## src/rtl/rxr_pkg.sv

```systemverilog
package rxr_pkg;
    localparam int PG_W    = 8;
    localparam int OFF_W   = 8;
    localparam int MEM_AW  = 15;
    localparam int LEN_W   = 16;
    localparam int HDR_LEN = 4;
    localparam logic [7:0] ST_GOOD = 8'h01;

    typedef enum logic [1:0] {S_IDLE, S_CHECK, S_DATA, S_HDR} seq_st_t;

    // Ring successor of a page: increment, fold to start at stop.
    function automatic logic [PG_W-1:0] ring_next(input logic [PG_W-1:0] p,
                                                  input logic [PG_W-1:0] s,
                                                  input logic [PG_W-1:0] e);
        logic [PG_W-1:0] n;
        n = p + 1'b1;
        return (n == e) ? s : n;
    endfunction

    // Header byte k: status, next page, length low, length high.
    function automatic logic [7:0] hdr_byte(input logic [1:0]  k,
                                            input logic [7:0]  nxt,
                                            input logic [15:0] tot);
        case (k)
            2'd0:    return ST_GOOD;
            2'd1:    return nxt;
            2'd2:    return tot[7:0];
            default: return tot[15:8];
        endcase
    endfunction
endpackage

```

## src/rtl/rxr_page_ptr.sv

```systemverilog
module rxr_page_ptr
    import rxr_pkg::*;
#(
    parameter int PGW = PG_W
) (
    input  logic           clk,
    input  logic           rst,
    input  logic           host_ld,
    input  logic [PGW-1:0] host_val,
    input  logic           adv,
    input  logic           restore,
    input  logic [PGW-1:0] restore_val,
    input  logic [PGW-1:0] pstart,
    input  logic [PGW-1:0] pstop,
    output logic [PGW-1:0] cur
);
    always_ff @(posedge clk) begin
        if (rst)          cur <= '0;
        else if (restore) cur <= restore_val;
        else if (adv)     cur <= ring_next(cur, pstart, pstop);
        else if (host_ld) cur <= host_val;
    end

    // finishing the last page before stop folds to start
    p_wrap_r3: assert property (@(posedge clk) disable iff (rst)
        (adv && !restore && (PGW'(cur + 1'b1) == pstop)) |=> (cur == $past(pstart)));

    // an ordinary advance moves by exactly one page
    p_step_r3: assert property (@(posedge clk) disable iff (rst)
        (adv && !restore && (PGW'(cur + 1'b1) != pstop)) |=> (cur == PGW'($past(cur) + 1'b1)));
endmodule

```

## src/rtl/rxr_seq.sv

```systemverilog
module rxr_seq
    import rxr_pkg::*;
#(
    parameter int PGW  = PG_W,
    parameter int OFFW = OFF_W,
    parameter int AW   = MEM_AW,
    parameter int LW   = LEN_W,
    parameter int HDR  = HDR_LEN
) (
    input  logic           clk,
    input  logic           rst,
    input  logic           stopped,
    input  logic           frm_valid,
    input  logic [LW-1:0]  frm_len,
    input  logic           host_ld,
    input  logic [PGW-1:0] host_val,
    input  logic [PGW-1:0] cur,
    input  logic [PGW-1:0] bound,
    input  logic [7:0]     dat_byte,
    output logic           adv,
    output logic           restore,
    output logic [PGW-1:0] first_pg,
    output logic           mem_we,
    output logic [AW-1:0]  mem_addr,
    output logic [7:0]     mem_wdata,
    output logic           dat_req,
    output logic [LW-1:0]  dat_idx,
    output logic           busy,
    output logic           rx_ok,
    output logic           ovr,
    output logic [7:0]     rsr
);
    localparam int HCW = $clog2(HDR);
    localparam int FAW = PGW + OFFW;

    seq_st_t        st;
    logic [LW-1:0]  len_q, tot_q, idx_q;
    logic [OFFW-1:0] off_q;
    logic [HCW-1:0] hcnt;
    logic [PGW-1:0] first_q;
    logic           rx_ok_q, ovr_q;
    logic [7:0]     rsr_q;
    logic [FAW-1:0] full_addr;

    logic accept, hit, last_byte, page_end, hdr_last;
    assign accept    = (st == S_IDLE) && frm_valid && !stopped;
    assign hit       = (cur == bound);
    assign last_byte = (idx_q == len_q - LW'(1));
    assign page_end  = (off_q == '1);
    assign hdr_last  = (hcnt == HCW'(HDR - 1));

    always_comb begin
        adv       = 1'b0;
        restore   = 1'b0;
        mem_we    = 1'b0;
        dat_req   = 1'b0;
        full_addr = '0;
        mem_wdata = '0;
        case (st)
            S_CHECK: begin
                restore = hit;
                adv     = !hit && (len_q == '0);
            end
            S_DATA: begin
                mem_we    = 1'b1;
                dat_req   = 1'b1;
                full_addr = {cur, off_q};
                mem_wdata = dat_byte;
                adv       = last_byte || page_end;
            end
            S_HDR: begin
                mem_we    = 1'b1;
                full_addr = {first_q, {(OFFW-HCW){1'b0}}, hcnt};
                mem_wdata = hdr_byte(hcnt, cur, tot_q);
            end
            default: ;
        endcase
    end

    assign mem_addr = full_addr[AW-1:0];
    assign dat_idx  = idx_q;
    assign first_pg = first_q;
    assign busy     = (st != S_IDLE);
    assign rx_ok    = rx_ok_q;
    assign ovr      = ovr_q;
    assign rsr      = rsr_q;

    always_ff @(posedge clk) begin
        if (rst) begin
            st      <= S_IDLE;
            len_q   <= '0;
            tot_q   <= '0;
            idx_q   <= '0;
            off_q   <= '0;
            hcnt    <= '0;
            first_q <= '0;
            rx_ok_q <= 1'b0;
            ovr_q   <= 1'b0;
            rsr_q   <= '0;
        end else begin
            rx_ok_q <= 1'b0;
            ovr_q   <= 1'b0;
            case (st)
                S_IDLE: if (accept) begin
                    len_q   <= frm_len;
                    tot_q   <= frm_len + LW'(HDR);
                    first_q <= host_ld ? host_val : cur;
                    off_q   <= OFFW'(HDR);
                    idx_q   <= '0;
                    st      <= S_CHECK;
                end
                S_CHECK: begin
                    hcnt <= '0;
                    if (hit) begin
                        ovr_q <= 1'b1;
                        st    <= S_IDLE;
                    end else if (len_q == '0) st <= S_HDR;
                    else                      st <= S_DATA;
                end
                S_DATA: begin
                    idx_q <= idx_q + LW'(1);
                    off_q <= off_q + OFFW'(1);
                    if (last_byte)     st <= S_HDR;
                    else if (page_end) st <= S_CHECK;
                end
                S_HDR: begin
                    hcnt <= hcnt + HCW'(1);
                    if (hdr_last) begin
                        rx_ok_q <= 1'b1;
                        rsr_q   <= ST_GOOD;
                        st      <= S_IDLE;
                    end
                end
                default: st <= S_IDLE;
            endcase
        end
    end

    // the two outcome pulses exclude each other
    p_evt_excl_r6: assert property (@(posedge clk) disable iff (rst)
        $onehot0({rx_ok, ovr}));
    // an abandon leaves the block idle with the pointer on the first page
    p_ovr_idle_r6: assert property (@(posedge clk) disable iff (rst)
        ovr |-> (!busy && cur == first_q));
    // receive-ok follows a write cycle of the same frame
    p_ok_after_hdr_r5: assert property (@(posedge clk) disable iff (rst)
        rx_ok |-> ($past(mem_we) && !busy));
    // status value present together with the pulse
    p_rsr_r11: assert property (@(posedge clk) disable iff (rst)
        rx_ok |-> (rsr == ST_GOOD));
    // no start while stopped
    p_stop_block_r7: assert property (@(posedge clk) disable iff (rst)
        (!busy && stopped) |=> !busy);
    // nothing reaches memory outside a frame
    p_quiet_idle_r2: assert property (@(posedge clk) disable iff (rst)
        (!busy && !$past(busy)) |-> !mem_we);
endmodule

```

## src/rtl/rx_ring_writer.sv

```systemverilog
module rx_ring_writer
    import rxr_pkg::*;
(
    input  logic              clk,
    input  logic              rst,
    input  logic              stopped,
    input  logic [PG_W-1:0]   pg_start,
    input  logic [PG_W-1:0]   pg_stop,
    input  logic [PG_W-1:0]   pg_bound,
    input  logic              cur_wr_en,
    input  logic [PG_W-1:0]   cur_wr_val,
    output logic [PG_W-1:0]   cur_page,
    input  logic              frm_valid,
    input  logic [LEN_W-1:0]  frm_len,
    output logic              dat_req,
    output logic [LEN_W-1:0]  dat_idx,
    input  logic [7:0]        dat_byte,
    output logic              mem_we,
    output logic [MEM_AW-1:0] mem_addr,
    output logic [7:0]        mem_wdata,
    output logic              busy,
    output logic              rx_ok,
    output logic              ovr,
    output logic [7:0]        rsr
);
    logic            host_ld, adv, restore;
    logic [PG_W-1:0] first_pg;

    assign host_ld = cur_wr_en && !busy;

    rxr_page_ptr #(.PGW(PG_W)) u_ptr (
        .clk(clk), .rst(rst),
        .host_ld(host_ld), .host_val(cur_wr_val),
        .adv(adv), .restore(restore), .restore_val(first_pg),
        .pstart(pg_start), .pstop(pg_stop),
        .cur(cur_page)
    );

    rxr_seq #(.PGW(PG_W), .OFFW(OFF_W), .AW(MEM_AW), .LW(LEN_W), .HDR(HDR_LEN)) u_seq (
        .clk(clk), .rst(rst), .stopped(stopped),
        .frm_valid(frm_valid), .frm_len(frm_len),
        .host_ld(host_ld), .host_val(cur_wr_val),
        .cur(cur_page), .bound(pg_bound), .dat_byte(dat_byte),
        .adv(adv), .restore(restore), .first_pg(first_pg),
        .mem_we(mem_we), .mem_addr(mem_addr), .mem_wdata(mem_wdata),
        .dat_req(dat_req), .dat_idx(dat_idx),
        .busy(busy), .rx_ok(rx_ok), .ovr(ovr), .rsr(rsr)
    );
endmodule

```

## config.mk

```make
export PLATFORM = sky130hd
export DESIGN_NAME = rx_ring_writer
export DESIGN_NICKNAME = d
export VERILOG_FILES = /design/src/rtl/rxr_pkg.sv /design/src/rtl/rxr_page_ptr.sv /design/src/rtl/rxr_seq.sv /design/src/rtl/rx_ring_writer.sv
export SDC_FILE = /design/constraint.sdc
export NUM_CORES = 1
export LEC_CHECK = 0
export ABC_AREA = 1
export ABC_CLOCK_PERIOD_IN_PS = 1850
export BUFFER_PORTS_ARGS = -buffer_cell sky130_fd_sc_hd__buf_2
export CORE_ASPECT_RATIO = 1.1
export CORE_UTILIZATION = 49
export DETAILED_ROUTE_END_ITERATION = 10
export PLACE_DENSITY_LB_ADDON = 0.2
export SLEW_MARGIN = 20
export SYNTH_ARGS = -nofsm -noshare
export SYNTH_HDL_FRONTEND = slang
export SYNTH_SLANG_ARGS = --single-unit
```

## constraint.sdc

```tcl
create_clock -name clk -period 1.85 [get_ports clk]
set_input_delay 0.2775 -clock clk [delete_from_list [all_inputs] [get_ports clk]]
set_output_delay 0.2775 -clock clk [all_outputs]
set_load 0.01 [all_outputs]
```

==> summary.txt <==
Clock network
  – Clock Pin Slew Worst Setup and Hold Paths: 0.09 ns
  – # H-tree levels: 3
  – Clock Latency Late Sink: 0.36 ns
  – CTS tree: done
  – Deepest clock path buffer count: 2
  – Clock Root Buffer: clkbuf_8
  – Hold-fix buffers, CTS: 0
  – Number of CTS-inserted buffers: 9
  – CTS Sinks: 77

Power and ir drop
  – Total power: 0.00742 W
  – Sw Share: 0.418
  – Internal cell power: 0.00432 W
  – Clock Power Share: 0.180
  – Switch Pwr: roughly 0.0031 W
  – Logic gate share of total power: 0.533
  – Power Density: ~970 nW/um2
  – Max VDD drop: about 0.51 mV
  – Leakage: 3.93 nW
  – Register share of total power: 0.287

Critical path
  – Critical Path Sink Type: flop
  – CP Launch Type: flop
  – WS Path Type: reg2reg
  – Crit-path max FO: 8
  – Worst Path Arrival: around 2.4 ns
  – Worst EP required: around 2.1 ns

Drt
  – Met3 routed WL: 950 um
  – Drt pass-1 iters: 5
  – Remaining antenna violation count after routing: 0
  – Via count: 6162
  – Metal-1 WL: 7.38 mm
  – DR iter-0 viols: about 350
  – Total Routed Length: 16.9 mm
  – DRC viols: 0
  – Top Layer Used: met4
  – WL/cell: between 10 and 15 um
  – Met2 wire len: around 8 mm
  – Post-DR vias/cell: 5.17

Timing
  – Setup TNS: -4.43 ns
  – Slack of the critical path: -0.249 ns
  – RSZ-0062 raised after global routing: yes
  – Relative max-transition margin: 0.648
  – Final Hold Vio Count: 0
  – Setup violations, final: 35
  – Final clock skew: approximately 0.013 ns
  – Crit path time final: 2.10 ns
  – Fin crit share: 1.13
  – Max Slew Vio Count: 0
  – Max Fclk: 476 MHz
  – Least-Margin Pin Slew: around 0.53 ns

Synth
  – Top cells by count, synth: nand2_1, inv_1, dfxtp_1
  – Yosys cell types: 42
  – Top-count cell post-synth: nand2_1
  – Syn avg cell area: 6.36 um2
  – Fraction of registers with async set/reset: 0
  – Number of synthesized flops with an enable pin: 0
  – Mapped Cells: 809
  – Cell area after synthesis: 5140 um2
  – Sequential element share of the synthesized area: 0.300
  – Synth top area share: 0.300
  – Warnings from Yosys: 0
  – Flops & latches, synth: 77
  – Post-synth top flop: dfxtp_1
  – Cell taking the most area after synthesis: dfxtp_1
  – Top post-synthesis cells by area: dfxtp_1, nand2_1, inv_1

Floorplanning
  – FP Rows: 38
  – Die Ht: approximately 110 um
  – Starting Density: 0.513
  – Die X: 99.7 um
  – Ports: roughly 120
  – Die ar.: 10900 um2
  – Core area: 10000 um2

Global routing
  – Number of global-route vias before repair: 5469
  – First-pass GRT wire length: 25.4 mm
  – Largest net degree at the start of global routing: 43
  – All-Layer GR Usage: 0.295
  – GRT overflow: 0
  – Antenna violations before repair: 0

Status
  – Status: finished with violations
  – Failing checks: setup timing

Final layout
  – Layout Nets: 1122
  – N_diodes: 0
  – Syn-to-layout area delta: 49.3%
  – Layout cells sized above 1: 0.384
  – Final core occ: 0.766
  – Fillcell total: between 700 and 800

Run
  – Max-capacitance violation count: 0

Placed design
  – IO buf count: roughly 110
  – Dpl hpwl: 11.4 mm
  – Gp weighted congestion: 0.904
  – Pre-CTS WS: -0.223 ns

Min path
  – HP Class: in2reg
-- state kept, by name, summed over array words and instances, names as in the netlist --
name,cells
u_seq.rx_ok,1
u_seq.len_q,14
u_seq.hcnt,2
u_seq.ovr,1
u_seq.tot_q,16
u_seq.off_q,8
u_seq.st,2
u_ptr.cur,8
u_seq.first_pg,8
u_seq.rsr,1
u_seq.dat_idx,16
-- layer usage --
| metal | track usage | vias up |
|---|---|---|
| li1 | - | 3066 |
| met1 | 0.387 | 2806 |
| met2 | 0.506 | 251 |
| met3 | 0.0286 | 39 |
| met4 | 0.103 | 0 |
| met5 | 0 | - |
-- worst paths after layout --
check,slack (ns),end,cells after the start,startpoint
worst min register to register,0.47,u_seq.rsr[0],2,u_seq.rsr[0]
worst max register to register,-0.25,u_ptr.cur[1],19,u_seq.tot_q[0]
worst min-delay path,0.17,u_seq.tot_q[2],2,frm_len[2]
worst max-delay path,-0.25,u_ptr.cur[1],19,u_seq.tot_q[0]
-- cells by family (layout without fill, tap and decap cells) --
family / count (synthesis) / after routing / synth area share
other: 1 / 7 / 0.000729
AO/OA/AOI/OAI: 142 / 142 / 0.151
flip-flops: 77 / 77 / 0.300
buffers and inverters: 156 / 392 / 0.120
XOR/XNOR: 31 / 31 / 0.0542
adder cells (fa/ha/maj): 14 / 14 / 0.0341
AND/OR/NAND/NOR: 388 / 389 / 0.340
-- critical path: stages, from the launching register on --
cell     delay, ns
dfxtp_2       0.36
inv_4         0.05
ha_4          0.26
inv_2         0.03
nand2_1       0.05
nand2_1       0.05
nor2_2        0.08
nand3_1       0.10
nor2_1        0.10
nand3_1       0.09
nor2_2        0.13
nand3_2       0.11
nand2_2       0.11
nand2_2       0.07
nand2_4       0.09
nand2_4       0.09
nand2_2       0.08
nand3_1       0.07
nand2_1       0.07
inv_1         0.03
-- cell usage in the layout, fill, tap and decap left out, drive strengths merged, types with 2 or more instances in the layout --
| master | instances |
|---|---|
| a211oi | 4 |
| a21oi | 43 |
| a31oi | 2 |
| buf | 248 |
| clkbuf | 11 |
| clkinv | 4 |
| clkinvlp | 3 |
| conb | 7 |
| dfxtp | 77 |
| ha | 14 |
| inv | 125 |
| nand2 | 205 |
| nand3 | 61 |
| nand4 | 15 |
| nor2 | 87 |
| nor3 | 15 |
| nor4 | 3 |
| o211ai | 5 |
| o21a | 2 |
| o21ai | 76 |
| o221ai | 2 |
| o22ai | 6 |
| xnor2 | 8 |
| xor2 | 23 |
-- layout make-up --
class | count | area (um2) | share of cell area
timing repair buffer | 248 | 1780 | 0.232
sequential | 77 | 1570 | 0.204
clock inverter | 5 | 57.6 | 0.00749
clock buffer | 11 | 141 | 0.0184
tap | 140 | 175 | 0.0228
timing repair inverter | 1 | 7.51 | 0.000978
inverter | 127 | 494 | 0.0644
multi-input combinational | 583 | 3460 | 0.450
-- per-stage QoR --
stage               hold WS, ns  instance area (um2)  cells
global placement          0.445                 6620   1141
floorplan                 0.367                 5240    815
finish                    0.172                 7680   1192
CTS                       0.159                 7250   1180
detailed placement        0.445                 6620   1141
global route              0.168                 7680   1192
-- what timing repair did --
item,4_1_cts,5_1_grt
buffers inserted,22,13
pin swaps,32,41
endpoints found under the setup margin,44,67
gates resized for setup,83,102
cloned,2,1
hold endpoints to repair,0,0
-- power groups by stage --
stage	Sequential, W	Clock (W)	Combinational, W
2_1_floorplan	0.00213	0	0.00194
3_3_place_gp	0.00213	0	0.00316
3_5_place_dp	0.00214	0	0.00319
4_1_cts	0.00211	0.00134	0.00356
5_1_grt	0.00215	0.00141	0.00431
6_report	0.00213	0.00134	0.00396
No activity file was read; power rests on OpenSTA's default activity.
